### config.mk
export PLATFORM = sky130hd
export DESIGN_NAME = toggle_cmp_gen
export DESIGN_NICKNAME = d
export VERILOG_FILES = /design/src/rtl/tcg_pkg.sv /design/src/rtl/tcg_regs.sv /design/src/rtl/tcg_base_timer.sv /design/src/rtl/tcg_channel.sv /design/src/rtl/toggle_cmp_gen.sv
export SDC_FILE = /design/constraint.sdc
export NUM_CORES = 1
export LEC_CHECK = 0
export BUFFER_PORTS_ARGS = -buffer_cell sky130_fd_sc_hd__clkbuf_2
export CAP_MARGIN = 10
export CORE_MARGIN = 8
export CORE_UTILIZATION = 60
export DETAILED_ROUTE_END_ITERATION = 6
export PLACE_DENSITY = 0.89
export SKIP_CTS_REPAIR_TIMING = 1
export SYNTH_ARGS = -nofsm -noshare
export SYNTH_HDL_FRONTEND = slang
export SYNTH_SLANG_ARGS = --single-unit
### constraint.sdc
create_clock -name clk_i -period 8.44 [get_ports clk_i]
set_clock_uncertainty 0.2 [all_clocks]
set_input_delay 0.422 -clock clk_i [delete_from_list [all_inputs] [get_ports clk_i]]
set_output_delay 0.422 -clock clk_i [all_outputs]
set_load 0.1 [all_outputs]
### src/rtl/tcg_pkg.sv
package tcg_pkg;
  typedef enum logic [1:0] {
    RS_FREE = 2'b00,
    RS_CH0  = 2'b01,
    RS_REG  = 2'b10,
    RS_BAD  = 2'b11
  } rsel_e;

  // offsets above the per-channel compare block
  localparam int unsigned OFS_RVAL = 0;
  localparam int unsigned OFS_CTRL = 1;
  localparam int unsigned OFS_EN   = 2;
  localparam int unsigned OFS_DFLT = 3;
  localparam int unsigned OFS_INV  = 4;
  localparam int unsigned OFS_HOLD = 5;
  localparam int unsigned OFS_ODIS = 6;
  localparam int unsigned OFS_GPIO = 7;
endpackage

### src/rtl/tcg_regs.sv
module tcg_regs import tcg_pkg::*; #(
  parameter int unsigned NCH = 8,
  parameter int unsigned TW  = 16,
  parameter int unsigned AW  = 4
) (
  input  logic                    clk_i,
  input  logic                    rst_ni,
  input  logic                    wr_en_i,
  input  logic [AW-1:0]           wr_addr_i,
  input  logic [TW-1:0]           wr_data_i,
  output logic [NCH-1:0][TW-1:0]  cmp_o,
  output logic [TW-1:0]           rval_o,
  output rsel_e                   rsel_o,
  output logic [NCH-1:0]          en_o,
  output logic [NCH-1:0]          dflt_ld_o,
  output logic [NCH-1:0]          dflt_val_o,
  output logic [NCH-1:0]          inv_o,
  output logic [NCH-1:0]          hold_o,
  output logic [NCH-1:0]          odis_o,
  output logic [NCH-1:0]          gpio_o
);
  localparam logic [AW-1:0] A_RVAL = AW'(NCH + OFS_RVAL);
  localparam logic [AW-1:0] A_CTRL = AW'(NCH + OFS_CTRL);
  localparam logic [AW-1:0] A_EN   = AW'(NCH + OFS_EN);
  localparam logic [AW-1:0] A_DFLT = AW'(NCH + OFS_DFLT);
  localparam logic [AW-1:0] A_INV  = AW'(NCH + OFS_INV);
  localparam logic [AW-1:0] A_HOLD = AW'(NCH + OFS_HOLD);
  localparam logic [AW-1:0] A_ODIS = AW'(NCH + OFS_ODIS);
  localparam logic [AW-1:0] A_GPIO = AW'(NCH + OFS_GPIO);

  logic [NCH-1:0] wbits;
  assign wbits = wr_data_i[NCH-1:0];

  for (genvar j = 0; j < NCH; j++) begin : g_cmp
    always_ff @(posedge clk_i or negedge rst_ni) begin
      if (!rst_ni) cmp_o[j] <= '0;
      else if (wr_en_i && wr_addr_i == AW'(j)) cmp_o[j] <= wr_data_i;
    end
  end

  always_ff @(posedge clk_i or negedge rst_ni) begin
    if (!rst_ni) begin
      rval_o <= '0;
      rsel_o <= RS_FREE;
      en_o   <= '0;
      inv_o  <= '0;
      hold_o <= '0;
      odis_o <= '0;
      gpio_o <= '0;
    end else if (wr_en_i) begin
      unique case (wr_addr_i)
        A_RVAL:  rval_o <= wr_data_i;
        A_CTRL:  rsel_o <= rsel_e'(wr_data_i[1:0]);
        A_EN:    en_o   <= wbits;
        A_INV:   inv_o  <= wbits;
        A_HOLD:  hold_o <= wbits;
        A_ODIS:  odis_o <= wbits;
        A_GPIO:  gpio_o <= wbits;
        default: ;
      endcase
    end
  end

  // starting level is a strobe into the channel flip-flop, not a stored field
  assign dflt_ld_o  = (wr_en_i && wr_addr_i == A_DFLT) ? {NCH{1'b1}} : '0;
  assign dflt_val_o = wbits;
endmodule

### src/rtl/tcg_base_timer.sv
module tcg_base_timer import tcg_pkg::*; #(
  parameter int unsigned TW = 16
) (
  input  logic          clk_i,
  input  logic          rst_ni,
  input  logic          tick_i,
  input  rsel_e         rsel_i,
  input  logic [TW-1:0] cmp0_i,
  input  logic [TW-1:0] rval_i,
  output logic [TW-1:0] cnt_o,
  output logic [TW-1:0] cnt_nxt_o
);
  logic [TW-1:0] cnt_q;
  logic [TW-1:0] lim;
  logic          lim_on;
  logic          clr;

  always_comb begin
    unique case (rsel_i)
      RS_CH0:  begin lim = cmp0_i; lim_on = 1'b1; end
      RS_REG:  begin lim = rval_i; lim_on = 1'b1; end
      default: begin lim = '0;     lim_on = 1'b0; end  // free or illegal
    endcase
    // clear one count past the limit: period of lim+2 ticks
    clr       = lim_on && (cnt_q == lim + 1'b1);
    cnt_nxt_o = clr ? '0 : cnt_q + 1'b1;
  end

  always_ff @(posedge clk_i or negedge rst_ni) begin
    if (!rst_ni)     cnt_q <= '0;
    else if (tick_i) cnt_q <= cnt_nxt_o;
  end

  assign cnt_o = cnt_q;
endmodule

### src/rtl/tcg_channel.sv
module tcg_channel #(
  parameter int unsigned TW = 16
) (
  input  logic          clk_i,
  input  logic          rst_ni,
  input  logic          tick_i,
  input  logic [TW-1:0] cnt_nxt_i,
  input  logic [TW-1:0] cmp_i,
  input  logic          en_i,
  input  logic          dflt_ld_i,
  input  logic          dflt_val_i,
  input  logic          inv_i,
  input  logic          hold_i,
  input  logic          odis_i,
  input  logic          gpio_i,
  output logic          pin_o,
  output logic          irq_o
);
  logic match;
  logic lvl_q;
  logic held_q;

  assign match = tick_i && (cnt_nxt_i == cmp_i);

  always_ff @(posedge clk_i or negedge rst_ni) begin
    if (!rst_ni) begin
      lvl_q  <= 1'b0;
      held_q <= 1'b0;
      irq_o  <= 1'b0;
    end else if (!en_i) begin
      irq_o  <= 1'b0;
      held_q <= 1'b0;
      if (dflt_ld_i) lvl_q <= dflt_val_i;
    end else begin
      irq_o <= match;
      if (match && !(hold_i && held_q)) lvl_q <= ~lvl_q;
      held_q <= hold_i && (held_q || match);
    end
  end

  assign pin_o = odis_i ? gpio_i : (lvl_q ^ inv_i);
endmodule

### src/rtl/toggle_cmp_gen.sv
module toggle_cmp_gen import tcg_pkg::*; #(
  parameter int unsigned NCH = 8,
  parameter int unsigned TW  = 16,
  localparam int unsigned AW = $clog2(NCH) + 1
) (
  input  logic           clk_i,
  input  logic           rst_ni,
  input  logic           tick_i,
  input  logic           wr_en_i,
  input  logic [AW-1:0]  wr_addr_i,
  input  logic [TW-1:0]  wr_data_i,
  output logic [TW-1:0]  timer_o,
  output logic [NCH-1:0] pin_o,
  output logic [NCH-1:0] irq_o
);
  logic [NCH-1:0][TW-1:0] cmp_q;
  logic [TW-1:0]          rval;
  rsel_e                  rsel;
  logic [NCH-1:0]         ch_en, dflt_ld, dflt_val, inv, hold, odis, gpio;
  logic [TW-1:0]          cnt_nxt;

  tcg_regs #(.NCH(NCH), .TW(TW), .AW(AW)) u_regs (
    .clk_i      (clk_i),
    .rst_ni     (rst_ni),
    .wr_en_i    (wr_en_i),
    .wr_addr_i  (wr_addr_i),
    .wr_data_i  (wr_data_i),
    .cmp_o      (cmp_q),
    .rval_o     (rval),
    .rsel_o     (rsel),
    .en_o       (ch_en),
    .dflt_ld_o  (dflt_ld),
    .dflt_val_o (dflt_val),
    .inv_o      (inv),
    .hold_o     (hold),
    .odis_o     (odis),
    .gpio_o     (gpio)
  );

  tcg_base_timer #(.TW(TW)) u_timer (
    .clk_i     (clk_i),
    .rst_ni    (rst_ni),
    .tick_i    (tick_i),
    .rsel_i    (rsel),
    .cmp0_i    (cmp_q[0]),
    .rval_i    (rval),
    .cnt_o     (timer_o),
    .cnt_nxt_o (cnt_nxt)
  );

  for (genvar j = 0; j < NCH; j++) begin : g_ch
    tcg_channel #(.TW(TW)) u_ch (
      .clk_i      (clk_i),
      .rst_ni     (rst_ni),
      .tick_i     (tick_i),
      .cnt_nxt_i  (cnt_nxt),
      .cmp_i      (cmp_q[j]),
      .en_i       (ch_en[j]),
      .dflt_ld_i  (dflt_ld[j]),
      .dflt_val_i (dflt_val[j]),
      .inv_i      (inv[j]),
      .hold_i     (hold[j]),
      .odis_i     (odis[j]),
      .gpio_i     (gpio[j]),
      .pin_o      (pin_o[j]),
      .irq_o      (irq_o[j])
    );
  end
endmodule

* Yosys cells after proc, flatten, opt, wreduce, memory -nomap -nowiden
Cells that the tools add are included.
Word-level totals: logic and storage cells 227, register bits 226, output and inout bits 32
Cells by class: reduce and logical (&&, ||, !) cells 83, muxes and demuxes 52, add/subtract/negate cells 2, bitwise logic cells 16, eq/ne operators 34
Operator list (count):
- 16-bit equality test | 9
- 1-bit two-way mux | 49
- 1-bit logical AND | 42
- 16-bit by 1-bit adder with 16-bit output (second input constant) | 2
- 4-bit equality test (second input constant) | 8
- 16-bit case mux with 2 select lines | 1
- 2-bit AND reduction | 15
- 4-bit by 3-bit equality test with 1-bit output (second input constant) | 4
- 16-bit two-way mux | 1
- 2-bit by 1-bit inequality test with 1-bit output (second input constant) | 8
- 2-bit nonzero test | 8
- 4-bit by 2-bit equality test with 1-bit output (second input constant) | 2
- 1-bit zero test | 8
- 1-bit logical OR | 8
- 8-bit two-way mux | 1
- 1-bit NOT | 8
- 1-bit XOR | 8
- 4-bit by 1-bit equality test with 1-bit output (second input constant) | 1
- 4-bit zero test | 1
- 2-bit by 1-bit equality test with 1-bit output (second input constant) | 1
- 2-bit equality test (second input constant) | 1
- 2-bit OR reduction | 1

* Longest topological paths before layout
word-level depth 11, depth in mapped cells 19, gate-level depth less buffers 15

* Hierarchy
From an unflattened synthesis, not the netlist that was laid out.
Second synthesis, totals: cells, all modules 1053, area, all modules 11941.5 sq um
Modules (own cells, without submodules):
- tcg_regs | area each 7133.1 sq um, cells an instance 433, instances 1, sequential area each 4654.5 sq um
- tcg_channel | area each 351.6 sq um, cells an instance 43, instances 8, sequential area each 75.1 sq um
- tcg_base_timer | area each 1995.7 sq um, cells an instance 276, instances 1, sequential area each 400.4 sq um

* Worst setup path before layout
OpenSTA, ideal clock, no wires.
kind register -> register, from reg u_regs.rsel_o[0], to reg g_ch[7].u_ch.lvl_q, path buffers 2, data required time 8.158 ns, arrival 4.277 ns, slack 3.881 ns, cell stages (with the launch flop) 16, path through dfrtp_1 inv_1 ha_1 buf_2 buf_2 nor2_1 ha_1 xor2_1 or4_1 nor3_1 nand4bb_2 nor4_4 mux2_2 a311o_1 or4_1 a31oi_1
Between the ends: cells in the longest elaborated chain, start to end 11, elaborated cells between the ends (all ways) 14, classes of those cells add/sub: 1; eq/ne: 5; mux: 3; reduce/logical: 5
Ends and longest elaborated chain:
- from (decl) | line tcg_regs.sv:13 | output rsel_e rsel_o,
- from (signal assigned) | line tcg_regs.sv:53 | A_CTRL: rsel_o <= rsel_e'(wr_data_i[1:0]);
- 2-bit equality test or 2-bit by 1-bit equality test with 1-bit output (tied branches) | line tcg_base_timer.sv:19 | unique case (rsel_i)
- 16-bit case mux with 2 select lines | line tcg_base_timer.sv:19
- 16-bit by 1-bit adder with 16-bit output | line tcg_base_timer.sv:25 | clr = lim_on && (cnt_q == lim + 1'b1);
- 16-bit equality test | line tcg_base_timer.sv:25
- 1-bit logical AND * | line tcg_base_timer.sv:25
- 16-bit two-way mux * | line tcg_base_timer.sv:26 | cnt_nxt_o = clr ? '0 : cnt_q + 1'b1;
- 16-bit equality test * | line tcg_channel.sv:23 | assign match = tick_i && (cnt_nxt_i == cmp_i);
- 1-bit logical AND * | line tcg_channel.sv:23
- 1-bit logical AND * | line tcg_channel.sv:36 | if (match && !(hold_i && held_q)) lvl_q <= ~lvl_q;
- 2-bit by 1-bit inequality test with 1-bit output (no line) *
- 2-bit AND reduction (no line) *
- to (signal assigned) | line tcg_channel.sv:33 | if (dflt_ld_i) lvl_q <= dflt_val_i;
- to (signal assigned) | line tcg_channel.sv:36
- to (decl) | line tcg_channel.sv:20 | logic lvl_q;
Mark *: on every way between the ends. The rest lies on a longest branch, timed or not. A chain may end at the register's enable or synchronous reset.

* Final worst setup path
from reg u_regs.rsel_o[0], to reg g_ch[6].u_ch.lvl_q
Between the ends: cells in the longest elaborated chain, start to end 11, elaborated cells between the ends (all ways) 14, classes of those cells add/sub: 1; eq/ne: 5; mux: 3; reduce/logical: 5
Ends and longest elaborated chain (line):
- 2-bit equality test or 2-bit by 1-bit equality test with 1-bit output (tied branches) | tcg_base_timer.sv:19
- 16-bit case mux with 2 select lines | tcg_base_timer.sv:19
- 16-bit by 1-bit adder with 16-bit output | tcg_base_timer.sv:25
- 16-bit equality test | tcg_base_timer.sv:25
- 1-bit logical AND * | tcg_base_timer.sv:25
- 16-bit two-way mux * | tcg_base_timer.sv:26
- 16-bit equality test * | tcg_channel.sv:23
- 1-bit logical AND * | tcg_channel.sv:23
- 1-bit logical AND * | tcg_channel.sv:36
- 2-bit by 1-bit inequality test with 1-bit output (no line) *
- 2-bit AND reduction (no line) *
- to (signal assigned) | tcg_channel.sv:33
- to (signal assigned) | tcg_channel.sv:36
- to (decl) | tcg_channel.sv:20
Marks and branches as above.

==> metrics.txt <==
# TYPE chip_impl_metric gauge
chip_impl_info{name="status",value="finished clean"} 1
chip_impl_metric{name="placement_rows",unit=""} 53
chip_impl_metric{name="antenna_found_initial",unit=""} 0
chip_impl_metric{name="final_util",unit="%"} 67.3
chip_impl_metric{name="max_cap_check_violation_count",unit=""} 0
chip_impl_metric{name="max_fo_critical_path",unit=""} 37
chip_impl_info{name="rr_startpoint",value="u_regs.rsel_o[0]"} 1
chip_impl_metric{name="route.vias.total",unit=""} 10949
chip_impl_metric{name="share_of_power_burned_in_combinational_logic",unit="%"} 38.9
chip_impl_metric{name="detail_route.wirelength",unit="mm"} 39.5
chip_impl_metric{name="clock_power_share",unit="%"} 23.7
chip_impl_metric{name="synth_async_sr_flop_share",unit="%"} 100
chip_impl_metric{name="worstSkewPairLatency",unit="ps"} 530
chip_impl_metric{name="multi_input_gate_area_in_the_final_layout",unit="um^2"} 6830
chip_impl_metric{name="yosys-mux-area-fraction",unit="%"} 16.8
chip_impl_metric{name="cellLeakagePower",unit="nW"} 5.89
chip_impl_metric{name="synthesis.instances",unit=""} 1243
chip_impl_metric{name="cts-root-to-sink-buffers",unit=""} 3
chip_impl_metric{name="max_slew_margin",unit="%"} 27.1
chip_impl_metric{name="numPlacedInstances",unit=""} 1526
chip_impl_metric{name="detail_route.drc_violations",unit=""} 0
chip_impl_metric{name="synth_enable_flop_cells",unit=""} 0
chip_impl_info{name="hp-start",value="wr_addr_i[2]"} 1
chip_impl_metric{name="synth-simple-area-share",unit="%"} 14.9
chip_impl_metric{name="drive_above_1_share",unit="%"} 25.5
chip_impl_metric{name="post_synthesis_compound_gate_area_fraction",unit="%"} 13.8
chip_impl_metric{name="drt_pass1_iterations",unit=""} 6
chip_impl_metric{name="floorplan.die.width",unit="um"} 163
chip_impl_metric{name="fp.coreArea",unit="um^2"} 21100
chip_impl_metric{name="layout.area.seq",unit="um^2"} 5660
chip_impl_info{name="unrepaired_setup_endpoints_after_global_routing",value="no"} 1
chip_impl_metric{name="net_switching_power_figure",unit="mW"} 1.85
chip_impl_metric{name="vdd_ir_drop_max",unit="mV"} 0.177
chip_impl_metric{name="first_pass_grt_wire_length",unit="mm"} 61.3
chip_impl_info{name="worst_setup_path_end_kind",value="register"} 1
chip_impl_metric{name="viasPerCell",unit=""} 6.97
chip_impl_metric{name="power.share.switching",unit="%"} 42.4
chip_impl_metric{name="minimum_setup_slack_in_the_final_design",unit="ps"} 2640
chip_impl_metric{name="cts_buffer_count",unit=""} 25
chip_impl_metric{name="whs",unit="ps"} 163
chip_impl_metric{name="design.final.nets",unit=""} 1308
chip_impl_metric{name="worst_ep_arrival_time",unit="ps"} 6040
chip_impl_metric{name="synthDistinctLibCells",unit=""} 76
chip_impl_info{name="setup.worst_path.start",value="u_regs.rsel_o[0]"} 1
chip_impl_metric{name="adder_cell_area_share_of_the_yosys_netlist",unit="%"} 0.387
chip_impl_metric{name="postSynthNetCount",unit=""} 1271
chip_impl_metric{name="sequentialPowerShare",unit="%"} 37.4
chip_impl_metric{name="final_hold_viol_count",unit=""} 0
chip_impl_metric{name="route.antenna.remaining_nets",unit=""} 0
chip_impl_info{name="hold_path.class",value="in2reg"} 1
chip_impl_metric{name="cts_num_sinks",unit=""} 226
chip_impl_metric{name="placed_cell_area",unit="um^2"} 13400
chip_impl_metric{name="design_area",unit="um^2"} 14200
chip_impl_metric{name="synth_seq_cells",unit=""} 226
chip_impl_info{name="tritoncts",value="done"} 1
chip_impl_metric{name="die_area",unit="um^2"} 26500
chip_impl_metric{name="drtIter0Drc",unit=""} 1335
chip_impl_metric{name="wl_per_cell",unit="um"} 25.2
chip_impl_metric{name="pre_cts_ws",unit="ps"} 2840
chip_impl_metric{name="number_of_levels_in_the_clock_h_tree",unit=""} 1
chip_impl_metric{name="cp.required",unit="ps"} 8690
chip_impl_info{name="startpoint_types",value="register"} 1
chip_impl_metric{name="total_power",unit="mW"} 4.36
chip_impl_metric{name="final-max-slew-violation-count",unit=""} 0
chip_impl_info{name="worst-setup-path-type",value="reg2reg"} 1
chip_impl_metric{name="hpwlAfterDp",unit="mm"} 25.9
chip_impl_metric{name="cts.reportedPaths.clkPinSlew",unit="ps"} 60
chip_impl_metric{name="synth_area_in_xor_xnor",unit="%"} 6.77
chip_impl_info{name="synth_ff_type",value="sky130_fd_sc_hd__dfrtp_1"} 1
chip_impl_metric{name="min_period_over_period",unit="%"} 68.7
chip_impl_info{name="synth_top_family_by_area",value="multiplexers"} 1
chip_impl_metric{name="die-height",unit="um"} 163
chip_impl_metric{name="final_weighted_congestion_in_routability_driven_placement",unit=""} 0.962
chip_impl_metric{name="tightest_slew",unit="ps"} 1090
chip_impl_metric{name="floorplan.initialDensity",unit="%"} 61.3
chip_impl_metric{name="grt_overflow",unit=""} 0
chip_impl_metric{name="finish.cell_count_without_fillers",unit=""} 1570
chip_impl_metric{name="track_usage",unit="%"} 29.6
chip_impl_metric{name="ys_warn_count",unit=""} 0
chip_impl_metric{name="timing.final.setup_violations",unit=""} 0
chip_impl_metric{name="timing.fmax",unit="GHz"} 0.173
chip_impl_metric{name="finalWorstPathRequiredPeriod",unit="ps"} 5800
chip_impl_metric{name="total_of_fill_cells_in_the_finished_design",unit=""} 1467
chip_impl_metric{name="mappedNetlistArea",unit="um^2"} 12900
chip_impl_info{name="cts-root-buf",value="sky130_fd_sc_hd__clkbuf_16"} 1
chip_impl_metric{name="power-per-cell-area",unit="nW/um^2"} 308
chip_impl_metric{name="grt_pass1_vias",unit=""} 10882
chip_impl_metric{name="top_level_ports",unit=""} 56
chip_impl_metric{name="synth_seq_area_share",unit="%"} 43.7
chip_impl_metric{name="pin_count_of_the_biggest_net_entering_global_routing",unit=""} 99
chip_impl_metric{name="avgSynthCellArea",unit="um^2"} 10.4
chip_impl_metric{name="layout-area-overhead-vs-synth",unit="%"} 9.70
chip_impl_metric{name="internal_power",unit="mW"} 2.51
chip_impl_metric{name="place.port_buffers",unit=""} 55
chip_impl_metric{name="timing.setup.tns",unit="ps"} 0
## critical path: stages (launching register included)
cell,delay [ps]
sky130_fd_sc_hd__dfrtp_1,390
sky130_fd_sc_hd__inv_1,80
sky130_fd_sc_hd__ha_1,670
sky130_fd_sc_hd__a22oi_1,190
sky130_fd_sc_hd__nor2_1,150
sky130_fd_sc_hd__ha_1,260
sky130_fd_sc_hd__xor2_1,150
sky130_fd_sc_hd__or4_1,470
sky130_fd_sc_hd__nor3_1,490
sky130_fd_sc_hd__and4bb_2,400
sky130_fd_sc_hd__nand4_4,560
sky130_fd_sc_hd__a211o_1,490
sky130_fd_sc_hd__a2111o_1,490
sky130_fd_sc_hd__or4_1,540
sky130_fd_sc_hd__a31oi_1,180
## registers in the layout, indices dropped and copies added (netlist names)
register and count:
g_ch.u_ch.held_q 8, g_ch.u_ch.irq_o 8, g_ch.u_ch.lvl_q 8, u_regs.cmp_o 128, u_regs.en_o 8, u_regs.gpio_o 8, u_regs.hold_o 8, u_regs.inv_o 8
u_regs.odis_o 8, u_regs.rsel_o 2, u_regs.rval_o 16, u_timer.cnt_o 16
## synth_stat cells, drive strengths merged (7+ instances only)
master | instances | area share (%)
dfrtp | 226 | 44
mux2 | 186 | 16
nor2 | 104 | 3.1
nand2 | 95 | 2.8
xnor2 | 70 | 4.7
o21ai | 50 | 1.9
nand3 | 48 | 1.9
clkbuf | 42 | 1.2
buf | 32 | 1.7
xor2 | 30 | 2.0
nor4 | 29 | 1.6
a22oi | 25 | 1.7
a31oi | 25 | 1.2
inv | 25 | 0.73
nor3 | 19 | 0.74
a211oi | 17 | 1.1
o22ai | 17 | 0.82
a21oi | 13 | 0.50
and2 | 13 | 0.63
or4 | 13 | 0.75
nor4b | 11 | 0.74
nand4 | 10 | 0.60
nor2b | 10 | 0.50
o221ai | 10 | 0.68
o211ai | 9 | 0.60
mux2i | 8 | 0.62
nand3b | 7 | 0.41
o211a | 7 | 0.54
## routing by layer
metal  track usage (%)  vias up  routed length, um
met4              18.2        0               2620
li1                  -     4674                  -
met1              37.2     5363              14600
met2              44.6      699              17500
met5                 0        -                  0
met3              8.54      213               4800
## power by group through the flow
stage / logic, mW / clock network, mW / registers, mW
floorplan: 1.19 / 0 / 1.65
global placement: 1.60 / 0 / 1.61
detailed placement: 1.64 / 0 / 1.63
CTS: 1.66 / 1.04 / 1.61
global route: 1.80 / 1.08 / 1.66
finish: 1.70 / 1.04 / 1.63
## cells in the final DEF (no fill, tap or decap), types with 5 or more instances in the layout
| master | instances |
|---|---|
| sky130_fd_sc_hd__o22ai_1 | 17 |
| sky130_fd_sc_hd__clkinv_2 | 6 |
| sky130_fd_sc_hd__dfrtp_1 | 226 |
| sky130_fd_sc_hd__or4_1 | 13 |
| sky130_fd_sc_hd__o31ai_1 | 5 |
| sky130_fd_sc_hd__clkbuf_2 | 54 |
| sky130_fd_sc_hd__nand3_1 | 48 |
| sky130_fd_sc_hd__inv_1 | 25 |
| sky130_fd_sc_hd__and2_1 | 13 |
| sky130_fd_sc_hd__o21ai_0 | 47 |
| sky130_fd_sc_hd__a21oi_1 | 13 |
| sky130_fd_sc_hd__o211ai_1 | 7 |
| sky130_fd_sc_hd__nand3b_1 | 7 |
| sky130_fd_sc_hd__a221oi_1 | 5 |
| sky130_fd_sc_hd__nor2b_1 | 9 |
| sky130_fd_sc_hd__nand4_1 | 9 |
| sky130_fd_sc_hd__nor4b_1 | 11 |
| sky130_fd_sc_hd__a31oi_1 | 25 |
| sky130_fd_sc_hd__nor2_1 | 102 |
| sky130_fd_sc_hd__o211a_1 | 7 |
| sky130_fd_sc_hd__mux2_2 | 185 |
| sky130_fd_sc_hd__or3_1 | 5 |
| sky130_fd_sc_hd__a221o_1 | 5 |
| sky130_fd_sc_hd__clkbuf_16 | 25 |
| sky130_fd_sc_hd__a22oi_1 | 21 |
| sky130_fd_sc_hd__nand2_1 | 93 |
| sky130_fd_sc_hd__buf_4 | 27 |
| sky130_fd_sc_hd__and3_1 | 5 |
| sky130_fd_sc_hd__a211oi_1 | 16 |
| sky130_fd_sc_hd__a41oi_1 | 5 |
| sky130_fd_sc_hd__nor4_1 | 27 |
| sky130_fd_sc_hd__nor3_1 | 19 |
| sky130_fd_sc_hd__mux2i_1 | 8 |
| sky130_fd_sc_hd__xor2_1 | 30 |
| sky130_fd_sc_hd__o221ai_1 | 10 |
| sky130_fd_sc_hd__xnor2_1 | 68 |
| sky130_fd_sc_hd__o32ai_1 | 5 |
## area by class of cell
type / count / share of cell area [%]
Multi-Input combinational cell: 918 / 48.1
Sequential cell: 226 / 39.9
Clock buffer: 30 / 4.68
Timing Repair Buffer: 84 / 3.59
Tap cell: 275 / 2.42
Clock inverter: 11 / 0.661
Inverter: 25 / 0.661
Antenna cell: 1 / 0.0176
## final timing paths
path	endpoint	slack, ps	cells past startpoint
max reg2reg	g_ch[6].u_ch.lvl_q	2640	14
max in group asynchronous	u_regs.cmp_o[47]	6200	3
min in group asynchronous	u_timer.cnt_o[14]	320	2
min reg2reg	u_regs.rval_o[10]	320	1
min	u_regs.rsel_o[1]	160	4
max	g_ch[6].u_ch.lvl_q	2640	14
## cells by family after synthesis
family | after synthesis
AND/OR/NAND/NOR | 380
AO/OA/AOI/OAI | 240
flip-flops | 226
multiplexers | 194
XOR/XNOR | 100
buffers and inverters | 99
adder cells (fa/ha/maj) | 4
(Power assumes the default switching activity.)
